===== config.mk =====
export PLATFORM = sky130hd
export DESIGN_NAME = od_serial_shifter
export DESIGN_NICKNAME = d
export VERILOG_FILES = /design/src/rtl/ods_pkg.sv /design/src/rtl/ods_sck_divider.sv /design/src/rtl/ods_shift_engine.sv /design/src/rtl/od_serial_shifter.sv
export SDC_FILE = /design/constraint.sdc
export NUM_CORES = 1
export LEC_CHECK = 0
export BUFFER_PORTS_ARGS = -buffer_cell sky130_fd_sc_hd__buf_2
export CAP_MARGIN = 25
export CORE_UTILIZATION = 35
export CTS_CLUSTER_DIAMETER = 30
export DETAILED_ROUTE_END_ITERATION = 8
export PLACE_DENSITY = 0.53
export SYNTH_ARGS = -nofsm -noshare
export SYNTH_HDL_FRONTEND = slang
export SYNTH_SLANG_ARGS = --single-unit

===== constraint.sdc =====
create_clock -name clk -period 5 [get_ports clk]
set_input_delay 0.75 -clock clk [delete_from_list [all_inputs] [get_ports clk]]
set_output_delay 0.75 -clock clk [all_outputs]
set_load 0.005 [all_outputs]

===== src/rtl/ods_pkg.sv =====
package ods_pkg;
  localparam int BYTE_BITS = 8;
  localparam int PHASES_PER_BIT = 2;
endpackage


===== src/rtl/ods_sck_divider.sv =====
module ods_sck_divider #(
  parameter int DIV_W  = 8,
  parameter int PULSES = ods_pkg::BYTE_BITS
) (
  input  logic             clk,
  input  logic             rst_n,
  input  logic             start,
  input  logic [DIV_W-1:0] half_cycles,
  output logic             sck_gen
);
  localparam int TOGGLES = PULSES * ods_pkg::PHASES_PER_BIT;
  localparam int PH_W    = $clog2(TOGGLES);

  logic             run;
  logic [DIV_W-1:0] cnt;
  logic [PH_W-1:0]  ph;
  logic [DIV_W-1:0] lim;

  assign lim = (half_cycles == '0) ? DIV_W'(1) : half_cycles;

  always_ff @(posedge clk or negedge rst_n) begin
    if (!rst_n) begin
      run     <= 1'b0;
      cnt     <= '0;
      ph      <= '0;
      sck_gen <= 1'b1;
    end else if (start) begin
      run     <= 1'b1;
      cnt     <= '0;
      ph      <= '0;
      sck_gen <= 1'b1;
    end else if (run) begin
      if (cnt == lim - DIV_W'(1)) begin
        cnt     <= '0;
        sck_gen <= ~sck_gen;
        if (ph == PH_W'(TOGGLES - 1)) run <= 1'b0;
        else                          ph  <= ph + PH_W'(1);
      end else begin
        cnt <= cnt + DIV_W'(1);
      end
    end
  end
endmodule


===== src/rtl/ods_shift_engine.sv =====
module ods_shift_engine #(
  parameter int DATA_W = ods_pkg::BYTE_BITS
) (
  input  logic              clk,
  input  logic              rst_n,
  input  logic              load,
  input  logic [DATA_W-1:0] load_data,
  input  logic              fall,
  input  logic              rise,
  input  logic              line_in,
  input  logic              rel,
  input  logic              cmd,
  input  logic              flag_clr,
  output logic              busy,
  output logic              flag,
  output logic [DATA_W-1:0] shreg,
  output logic              latch
);
  localparam int CNT_W = (DATA_W > 1) ? $clog2(DATA_W) : 1;

  logic [CNT_W-1:0] bit_cnt;
  logic             last_rise;

  assign last_rise = busy && rise && (bit_cnt == CNT_W'(DATA_W - 1));

  always_ff @(posedge clk or negedge rst_n) begin
    if (!rst_n) begin
      busy    <= 1'b0;
      shreg   <= '0;
      latch   <= 1'b1;
      bit_cnt <= '0;
    end else if (!busy) begin
      if (load) begin
        shreg   <= load_data;
        busy    <= 1'b1;
        bit_cnt <= '0;
      end else if (cmd) begin
        latch <= 1'b0;
      end else if (rel) begin
        latch <= 1'b1;
      end
    end else begin
      if (fall) latch <= shreg[DATA_W-1];
      if (rise) begin
        shreg   <= {shreg[DATA_W-2:0], line_in};
        bit_cnt <= bit_cnt + CNT_W'(1);
        if (last_rise) busy <= 1'b0;
      end
    end
  end

  always_ff @(posedge clk or negedge rst_n) begin
    if (!rst_n)         flag <= 1'b0;
    else if (last_rise) flag <= 1'b1;
    else if (flag_clr)  flag <= 1'b0;
  end
endmodule


===== src/rtl/od_serial_shifter.sv =====
module od_serial_shifter #(
  parameter int DATA_W = ods_pkg::BYTE_BITS,
  parameter int DIV_W  = 8
) (
  input  logic              clk,
  input  logic              rst_n,
  input  logic              ext_mode,
  input  logic [DIV_W-1:0]  half_cycles,
  input  logic              wr_valid,
  output logic              wr_ready,
  input  logic [DATA_W-1:0] wr_data,
  input  logic              rel_line,
  input  logic              cmd_line,
  input  logic              flag_clr,
  output logic              xfer_done,
  output logic [DATA_W-1:0] rx_data,
  output logic              sda_pull_low,
  input  logic              sda_in,
  output logic              sck_o,
  output logic              sck_oe,
  input  logic              sck_in
);
  logic busy, latch, load, sck_gen, sck_cur, sck_prev, fall, rise;

  assign load    = wr_valid && !busy;
  assign sck_cur = ext_mode ? sck_in : sck_gen;

  always_ff @(posedge clk or negedge rst_n) begin
    if (!rst_n) sck_prev <= 1'b1;
    else        sck_prev <= sck_cur;
  end

  assign fall = sck_prev && !sck_cur;
  assign rise = !sck_prev && sck_cur;

  ods_sck_divider #(.DIV_W(DIV_W), .PULSES(DATA_W)) u_div (
    .clk(clk), .rst_n(rst_n), .start(load && !ext_mode),
    .half_cycles(half_cycles), .sck_gen(sck_gen)
  );

  ods_shift_engine #(.DATA_W(DATA_W)) u_eng (
    .clk(clk), .rst_n(rst_n), .load(load), .load_data(wr_data),
    .fall(fall), .rise(rise), .line_in(sda_in),
    .rel(rel_line), .cmd(cmd_line), .flag_clr(flag_clr),
    .busy(busy), .flag(xfer_done), .shreg(rx_data), .latch(latch)
  );

  assign wr_ready     = !busy;
  assign sda_pull_low = !latch;
  assign sck_o        = sck_gen;
  assign sck_oe       = !ext_mode;
endmodule


==> results of run 1 <==
==> routing by layer <==
metal / global-route usage / vias to the layer above
li1: - / 725
met1: 0.194 / 701
met2: 0.300 / 24
met3: 0.0380 / 7
met4: 0.0675 / 0
met5: 0 / -
==> report_power, final <==
group / total [W] / switching [W] / leakage, nW / internal, W
Combinational: 0.000298 / 0.000151 / 0.566 / 0.000147
Sequential: 0.000406 / 0.0000875 / 0.343 / 0.000319
Clock: 0.000200 / 0.0000881 / 0.0455 / 0.000112
==> cells in the mapped netlist, types with 2 or more instances <==
library cell,n,area (um2)
nand3_1,8,40.0
nor3b_1,3,22.5
dfstp_2,3,78.8
inv_1,9,33.8
o21ai_0,16,80.1
xnor2_1,7,61.3
nand2_1,8,30.0
nand3b_1,4,30.0
xor2_1,4,35.0
or3_1,3,18.8
mux2i_1,10,100
nor2_1,12,45.0
a21oi_1,15,75.1
o31ai_1,2,15.0
clkbuf_1,6,22.5
nor3_1,12,60.1
nand2b_1,2,12.5
ha_1,5,62.6
and3_1,6,37.5
dfrtp_1,26,651
==> kinds of logic after synthesis <==
family | share of synthesized area
XOR/XNOR | 0.0567
flip-flops | 0.429
multiplexers | 0.0655
adder cells (fa/ha/maj) | 0.0368
AND/OR/NAND/NOR | 0.197
buffers and inverters | 0.0331
AO/OA/AOI/OAI | 0.181
==> final cells by class <==
cell class / count / area, um2
Timing Repair Buffer: 38 / 193
Inverter: 9 / 33.8
Tap cell: 52 / 65.1
Fill cell: 446 / 2480
Multi-Input combinational cell: 135 / 913
Clock buffer: 8 / 90.1
Sequential cell: 29 / 729
==> critical path, cell delays in order <==
cell       delay (ns)
buf_2            0.12
or4_4            0.57
o21ba_1          0.24
ha_1             0.22
xnor2_1          0.14
xnor2_1          0.13
nor3_1           0.32
o2111ai_4        0.26
o31a_1           0.37
a311oi_2         0.24
==> how the worst max path moves through the flow <==
stage              startpoint          end  slack [ns]  cells past startpoint
5_1_grt        half_cycles[1]  u_div.ph[2]        1.70                     10
3_5_place_dp   half_cycles[1]  u_div.ph[2]        1.53                     10
2_1_floorplan  half_cycles[1]  u_div.ph[2]        1.85                      9
3_3_place_gp   half_cycles[1]  u_div.ph[2]        1.64                     10
4_1_cts        half_cycles[1]  u_div.ph[2]        1.83                     10
6_report       half_cycles[1]  u_div.ph[2]        1.84                     10
==> sequential cells by signal (all words and copies together), names as in the netlist <==
signal	flops
u_eng.latch	1
u_div.sck_gen	1
u_eng.bit_cnt	3
sck_prev	1
u_div.ph	4
u_eng.flag	1
u_eng.busy	1
u_div.run	1
u_eng.shreg	8
u_div.cnt	8
==> stage by stage <==
| stage | util | hold slack [ns] | setup slack (ns) | instance area [um2] | total power [W] |
|---|---|---|---|---|---|
| 2_1_floorplan | - | 0.454 | 1.85 | 1700 | 0.000592 |
| 3_3_place_gp | 0.428 | 0.474 | 1.64 | 1930 | 0.000687 |
| 3_5_place_dp | 0.429 | 0.481 | 1.53 | 1930 | 0.000710 |
| 4_1_cts | 0.449 | 0.489 | 1.83 | 2020 | 0.000913 |
| 5_1_grt | 0.449 | 0.517 | 1.70 | 2020 | 0.000976 |
| 6_report | 0.449 | 0.491 | 1.84 | 2020 | 0.000905 |
==> flow_metrics.env, run 1 <==
export IMPL_outcome="complete, no violations"
export IMPL_num_rows=24
export IMPL_clock_skew_final_ns=0.00312
export IMPL_drtAntennaViolNets=0
export IMPL_yosys_most_used_dff="dfrtp_1"
export IMPL_globalplace_congestion=0.836
export IMPL_final_common_cell="buf_2"
export IMPL_netlist_instances=179
export IMPL_r2r_end="u_div.cnt[7]"
export IMPL_ys_ff_latch=29
export IMPL_post_cts_buffers=0
export IMPL_cts_tree="built"
export IMPL_wl_met2_um=1980
export IMPL_clk_latency_ns=0.28
export IMPL_drtIter0Drc=38
export IMPL_final_cell_mix="buf_2 (37), dfrtp_1 (26), o21ai_0 (16), a21oi_1 (15)"
export IMPL_grt_max_degree=30
export IMPL_top_layer="met4"
export IMPL_die_h_um=71.7
export IMPL_grt_usage=0.168
export IMPL_wl_met1_um=1720
export IMPL_htree_levels=2
export IMPL_final_max_slew_viol_count=0
export IMPL_worstMarginPinSlew_ns=0.873
export IMPL_cp_arrival_ns=3.35
export IMPL_power_density_nw_per_um2=447
export IMPL_finalSetupTns_ns=0
export IMPL_synth_fp_nets=209
export IMPL_stdcell_count=271
export IMPL_hold_path_class="in -> async"
export IMPL_drc=0
export IMPL_diodes=0
export IMPL_syn_area_per_cell_um2=9.49
export IMPL_viasPerCell=5.38
export IMPL_cp_required_ns=5.19
export IMPL_clk_pin_slew_ns=0.06
export IMPL_r2r_cells=4
export IMPL_crit_type="in -> reg"
export IMPL_cp_end_kind="register"
export IMPL_syn_cell_area_um2=1700
export IMPL_yosys_warnings=0
export IMPL_async_flop_share=1.00
export IMPL_fmax_mhz=316
export IMPL_port_buffers=37
export IMPL_cts_sinks=29
export IMPL_cp_start_kind="input port"
export IMPL_setup_viol=0
export IMPL_area_growth_pct=19.1
export IMPL_nets=248
export IMPL_slew_headroom=0.414
export IMPL_cts_buffer_depth=2
export IMPL_start_util=0.377
export IMPL_drive_above_1_share=0.247
export IMPL_vias=1457
export IMPL_max_cap_violations=0
export IMPL_antenna_found_initial=0
export IMPL_hold_violations=0
export IMPL_p_leak_nw=0.955
export IMPL_place_inst=263
export IMPL_drt_wl_total_um=3870
export IMPL_die_x_um=71.7
export IMPL_hold_buffers=0
export IMPL_synth_cell_types=38
export IMPL_postCtsResizedCells=0
export IMPL_cts_buffers_inserted=5
export IMPL_grt_pass1_vias=1483
export IMPL_wl_met3_um=102
export IMPL_grt_pass1_wl_um=6650
export IMPL_io_pins=38
export IMPL_fin_crit_ns=3.16
export IMPL_grt_overflow_total=0
export IMPL_fp_dieArea_um2=5140
export IMPL_rsz0062_at_grt="false"
export IMPL_first_pass_iters=5
export IMPL_r2r_setup_slack_ns=2.62
export IMPL_core_area_um2=4500
export IMPL_ys_seq_area_frac=0.429
export IMPL_hpwl_um=2950
export IMPL_synth_edff_count=0
export IMPL_clockRootBuffer="clkbuf_8"
export IMPL_period_share=0.633
export IMPL_r2r_start="u_eng.busy"
export IMPL_ir_drop_v=0.000185
export IMPL_avgRoutedWirePerCell_um=14.3
export IMPL_critPathMaxFanout=10
Power figures use the tool's default switching activity.
==> run 2: changes to the inputs <==
Settings changed: ABC_AREA set to 1, PLACE_DENSITY 0.53 to 0.54.
Clock period 5 ns to 2.9 ns, I/O delays scaled along.
==> run 2 against run 1 <==
Compared with the run above:
- design area up 3.6%
- count of clock-buffer cells in the layout down 3
- combinational power rose to 2.5 times the previous value
- core utilization down 1.4 points
- global-route usage down 1.6 points
- critical path depth up 6
- worst hold slack worse by 0.32 ns
- area after synthesis up 5.2%
- critical path type unchanged
- critical endpoint is now u_div.ph[0]
- largest cell class unchanged
==> flow_metrics.env, run 2 <==
export IMPL_area_growth_pct=17.4
export IMPL_fill_cells=519
export IMPL_hold_violations=0
export IMPL_start_util=0.371
export IMPL_cts_buffers_inserted=5
export IMPL_largestRegisters="u_div.cnt x8, u_eng.shreg x8, u_div.ph x4"
export IMPL_yosys_warnings=0
export IMPL_io_pins=38
export IMPL_fin_crit_ns=2.18
export IMPL_cpMaxStageDelayCell="ha_1"
export IMPL_final_common_cell="nand2_1"
export IMPL_synth_cell_types=25
export IMPL_core_area_um2=4820
export IMPL_cts_buffer_depth=2
export IMPL_synth_edff_count=0
export IMPL_vias=1600
export IMPL_synthTopCellsByArea="dfrtp_1 (36%), nand2_1 (15%), inv_1 (5.3%)"
export IMPL_grt_overflow_total=0
export IMPL_yosys_area_top_type="dfrtp_1"
export IMPL_htree_levels=2
export IMPL_slew_headroom=0.575
export IMPL_syn_area_per_cell_um2=7.51
export IMPL_crit_type="in -> reg"
export IMPL_hold_path_class="in -> async"
export IMPL_drtIter0Drc=63
export IMPL_grt_pass1_vias=1445
export IMPL_place_ws_ns=0.450
export IMPL_synth_most_common_cell="nand2_1"
export IMPL_postCtsResizedCells=0
export IMPL_grt_max_degree=30
export IMPL_cp_end_kind="register"
export IMPL_nets=307
export IMPL_viasPerCell=4.64
export IMPL_fmax_mhz=459
export IMPL_critPathMaxFanout=12
export IMPL_yosys_most_used_dff="dfrtp_1"
export IMPL_globalplace_congestion=0.779
export IMPL_final_max_slew_viol_count=0
export IMPL_netlist_area_leader_share=0.364
export IMPL_power_frac_seq=0.417
export IMPL_netlist_instances=238
export IMPL_p_int_w=0.00107
export IMPL_max_cap_violations=0
export IMPL_die_x_um=73.5
export IMPL_clk_pin_slew_ns=0.06
export IMPL_antenna_found_initial=0
export IMPL_p_leak_nw=1.11
export IMPL_p_sw_frac=0.416
export IMPL_first_pass_iters=4
export IMPL_drt_wl_total_um=3720
export IMPL_setup_ws_ns=0.722
export IMPL_async_flop_share=1.00
export IMPL_rsz0062_at_grt="false"
export IMPL_p_comb_frac=0.406
export IMPL_ir_drop_v=0.000390
export IMPL_crit_chain="buf_2 -> nor2_2 -> nand2_1 -> nor2_1 -> nor2_2 -> ha_1 -> xor2_1 -> o21ai_0 -> nor2_1 -> nand3_1 -> nor2_2 -> nand2_2 -> nand2_2 -> nand3_1 -> nand2_1 -> nand2_1"
export IMPL_clockRootBuffer="clkbuf_8"
export IMPL_ys_ff_latch=29
export IMPL_cp_start_kind="input port"
export IMPL_clk_latency_ns=0.28
export IMPL_power_frac_clock=0.178
export IMPL_synth_fp_nets=268
export IMPL_r2r_cells=9
export IMPL_ys_seq_area_frac=0.408
export IMPL_grt_usage=0.152
export IMPL_synthTopCellsByCount="nand2_1 (71), dfrtp_1 (26), inv_1 (25)"
export IMPL_post_cts_buffers=0
export IMPL_worstMarginPinSlew_ns=0.637
export IMPL_cp_required_ns=3.07
export IMPL_cts_tree="built"
export IMPL_cts_sinks=29
export IMPL_p_switching_w=0.000766
export IMPL_port_buffers=37
export IMPL_outcome="complete, no violations"
export IMPL_hold_buffers=0
export IMPL_clock_skew_final_ns=0.00840
export IMPL_cp_arrival_ns=2.34
export IMPL_hpwl_um=2800
export IMPL_fp_dieArea_um2=5390
export IMPL_drc=0
export IMPL_avgRoutedWirePerCell_um=10.8
export IMPL_setup_viol=0
export IMPL_drtAntennaViolNets=0
export IMPL_syn_cell_area_um2=1790
export IMPL_power_density_nw_per_um2=877
export IMPL_max_stage_delay_ns=0.30
export IMPL_drive_above_1_share=0.248
export IMPL_finalSetupTns_ns=0
export IMPL_die_h_um=73.5
export IMPL_final_cell_mix="nand2_1 (71), buf_2 (37), dfrtp_1 (26), inv_1 (25), nor2_1 (22)"
export IMPL_diodes=0
export IMPL_period_share=0.751
export IMPL_grt_pass1_wl_um=6220
export IMPL_num_rows=25
==> run 2: changes by cell type after synthesis, moves of 7 or more <==
cell,previous run,this run
nand2_1,8,71
inv_1,9,25
nor3_1,12,0
mux2i_1,10,0
nor2_1,12,22
o21ai_0,16,7
a21oi_1,15,7
a31oi_1,0,8
nand3_1,8,15
nor2_2,1,8
==> run 2: per-stage QoR <==
stage                util  hold slack (ns)  total power [W]  area, um2  instances
global placement    0.418            0.466          0.00152       2010        337
finish              0.436            0.172          0.00184       2100        345
detailed placement  0.418            0.471          0.00153       2010        337
floorplan               -            0.139          0.00131       1790        238
CTS                 0.436            0.200          0.00186       2100        345
global route        0.436            0.229          0.00202       2100        345
==> run 2: worst max-delay path, delay by kind of cell <==
family	cells	cell delay, ns
simple gates	12	1.27
fa+ha+maj	1	0.30
buf+inv	1	0.13
xor+xnor	1	0.12
compound gates	1	0.09
==> run 2: final cells by class <==
type / instances / area (um2) / share of cell area
multi-input cells: 175 / 905 / 0.431
inverters: 29 / 109 / 0.0519
well taps: 67 / 83.8 / 0.0400
clock buffers: 5 / 68.8 / 0.0328
clock inverters: 3 / 17.5 / 0.00835
flip-flops and latches: 29 / 729 / 0.348
repair buffers: 37 / 185 / 0.0883
==> run 2: per-layer routing <==
| metal | up-vias | global-route usage | part of all wire |
|---|---|---|---|
| met1 | 724 | 0.194 | 0.50 |
| met2 | 35 | 0.247 | 0.44 |
| met4 | 0 | 0.0513 | 0.015 |
| li1 | 835 | - | - |
| met3 | 6 | 0.0439 | 0.046 |
| met5 | - | 0 | 0 |
==> run 2: final timing paths <==
kind	start	endpoint	slack, ns
max	half_cycles[3]	u_div.ph[0]	0.72
min	rst_n	u_div.ph[0]	0.17
max reg2reg	u_eng.busy	u_div.cnt[6]	0.89
min reg2reg	u_div.sck_gen	u_div.sck_gen	0.48
max in group asynchronous	rst_n	u_div.cnt[3]	2.31
min in group clk	flag_clr	u_eng.flag	0.35
==> run 2: power by group through the flow <==
stage          Clock [W]  Sequential (W)  Combinational (W)
6_report        0.000327        0.000767           0.000746
4_1_cts         0.000338        0.000766           0.000757
5_1_grt         0.000356        0.000791           0.000878
2_1_floorplan          0        0.000720           0.000590
3_3_place_gp           0        0.000772           0.000746
3_5_place_dp           0        0.000771           0.000755
==> run 2: logic make-up after synthesis <==
family	Yosys count	share of synthesized area
compound gates	25	0.0798
simple gates	132	0.328
flops	29	0.408
buf+inv	34	0.0854
fa+ha+maj	5	0.0350
xor+xnor	13	0.0637
==> run 3: changes to the inputs <==
Clock period 2.9 ns to 1.9 ns, I/O delays scaled along.
==> run 3 against run 2 <==
Compared with the run above:
- sequential share of layout area is 2.7 points lower
- critical endpoint is now u_div.ph[3]
- clock power is 110% higher
- count of clock-buffer cells in the layout is 2 higher
- non-clock buffer count is 15 higher
- register-to-register slack worse by 0.64 ns
- worst hold slack worse by 0.15 ns
==> flow_metrics.env, run 3 (synthesized netlist as in run 2, its figures left out) <==
export IMPL_cp_arrival_ns=1.97
export IMPL_hold_buffers=0
export IMPL_crit_chain="buf_2 -> inv_1 -> nand3_2 -> nor2_4 -> nor2_2 -> ha_2 -> xor2_1 -> o21ai_1 -> nor2_1 -> nand3_1 -> nor2_2 -> nand2_2 -> nand2_2 -> nand3_2 -> nand2_1 -> nand2_1"
export IMPL_max_cap_violations=0
export IMPL_cp_start_kind="input port"
export IMPL_grt_usage=0.163
export IMPL_cpMaxStageDelayCell="ha_2"
export IMPL_drtAntennaViolNets=0
export IMPL_crit_type="in -> reg"
export IMPL_grt_max_degree=30
export IMPL_gr_usage_met2=0.247
export IMPL_area_growth_pct=27.3
export IMPL_drive_above_1_share=0.307
export IMPL_largestRegisters="u_div.cnt x8, u_eng.shreg x8, u_div.ph x4"
export IMPL_viasPerCell=4.59
export IMPL_ir_drop_v=0.000606
export IMPL_grt_overflow_total=0
export IMPL_whs_ns=0.0266
export IMPL_clk_pin_slew_ns=0.07
export IMPL_worstMarginPinSlew_ns=0.658
export IMPL_htree_levels=2
export IMPL_nets=322
export IMPL_clockRootBuffer="clkbuf_8"
export IMPL_max_stage_delay_ns=0.31
export IMPL_avgRoutedWirePerCell_um=10.6
export IMPL_r2r_setup_slack_ns=0.25
export IMPL_die_h_um=73.5
export IMPL_p_leak_nw=1.20
export IMPL_cts_buffers_inserted=5
export IMPL_grt_pass1_wl_um=6690
export IMPL_drt_wl_total_um=3800
export IMPL_post_cts_buffers=0
export IMPL_final_common_cell="nand2_1"
export IMPL_fin_crit_ns=1.80
export IMPL_cts_tree="built"
export IMPL_setup_viol=0
export IMPL_grt_pass1_vias=1546
export IMPL_core_area_um2=4820
export IMPL_clock_skew_final_ns=0.00667
export IMPL_period_share=0.946
export IMPL_grt_use_met3=0.0398
export IMPL_final_cell_mix="nand2_1 (70), buf_2 (37), dfrtp_1 (26), inv_1 (24), nor2_1 (20)"
export IMPL_final_core_util=0.472
export IMPL_power_density_nw_per_um2=1340
export IMPL_fill_cells=516
export IMPL_io_pins=38
export IMPL_hold_path_class="in -> async"
export IMPL_finalSetupTns_ns=0
export IMPL_port_buffers=37
export IMPL_slew_headroom=0.562
export IMPL_drc=0
export IMPL_drtIter0Drc=98
export IMPL_hold_violations=0
export IMPL_antenna_found_initial=0
export IMPL_diodes=0
export IMPL_cts_buffer_depth=2
export IMPL_met1_usage=0.223
export IMPL_first_pass_iters=4
export IMPL_cp_end_kind="register"
export IMPL_critPathMaxFanout=4
export IMPL_stdcell_count=360
export IMPL_place_inst=352
export IMPL_num_rows=25
export IMPL_clk_latency_ns=0.28
export IMPL_outcome="complete, no violations"
export IMPL_hpwl_um=2860
export IMPL_globalplace_congestion=0.813
export IMPL_final_max_slew_viol_count=0
export IMPL_cp_required_ns=2.08
export IMPL_cts_sinks=29
export IMPL_busiest_layer="met2"
export IMPL_die_x_um=73.5
export IMPL_start_util=0.371
export IMPL_fmax_mhz=556
export IMPL_total_power_w=0.00304
export IMPL_vias=1652
export IMPL_fp_dieArea_um2=5390
[run 3: cell count changes in the layout (fill, tap and decap cells not counted), sizes merged]
cell / delta
buf: +15
clkbuf: +2
clkinv: -2
bufinv: +1
clkinvlp: -1
[run 3: metrics by stage]
step                      instance area [um2]  worst slack, ns
after CTS                                2240           0.0240
after global placement                   2120           -0.199
after detailed placement                 2120           -0.295
final                                    2270            0.103
after global routing                     2270        -0.000451
after floorplan                          1790           0.0276
[run 3: worst max-delay path: cells and delay by family]
kind | cells | cell delay (ns)
compound gates | 1 | 0.07
simple gates | 11 | 0.99
fa+ha+maj | 1 | 0.31
xor+xnor | 1 | 0.13
buf+inv | 2 | 0.17
[run 3: final cells by class]
cell class | count | area (um2) | share of cell area
clock buffers | 7 | 86.3 | 0.0380
clock inverters | 1 | 30.0 | 0.0132
inverters | 29 | 109 | 0.0479
multi-input cells | 175 | 935 | 0.411
flip-flops and latches | 29 | 729 | 0.321
well taps | 67 | 83.8 | 0.0369
repair buffers | 52 | 302 | 0.133
[run 3: final timing paths]
kind / depth (start not counted) / startpoint / end
setup reg to reg: 8 / u_div.sck_gen / u_eng.shreg[1]
min in group clk: 2 / flag_clr / u_eng.flag
setup / recovery: 16 / half_cycles[1] / u_div.ph[3]
hold / removal: 1 / rst_n / u_div.ph[0]
hold reg to reg: 2 / u_div.sck_gen / u_div.sck_gen
max in group asynchronous: 1 / rst_n / u_eng.shreg[2]
[run 3: metal layers]
layer,wire length (um),share of wire
met5,0,0
met1,1960,0.51
met2,1610,0.42
met3,170,0.045
met4,57,0.015
[run 3: report_power, final]
group | leakage, nW | total, W | internal, W | switching [W]
combinational | 0.801 | 0.00124 | 0.000544 | 0.000693
clock | 0.0585 | 0.000671 | 0.000427 | 0.000244
sequential | 0.338 | 0.00113 | 0.000898 | 0.000234
[run 3: what timing repair did]
item                       in CTS  in global routing
setup endpoints to repair       2                  6
resized for setup               1                 10
pin swaps                       0                  6
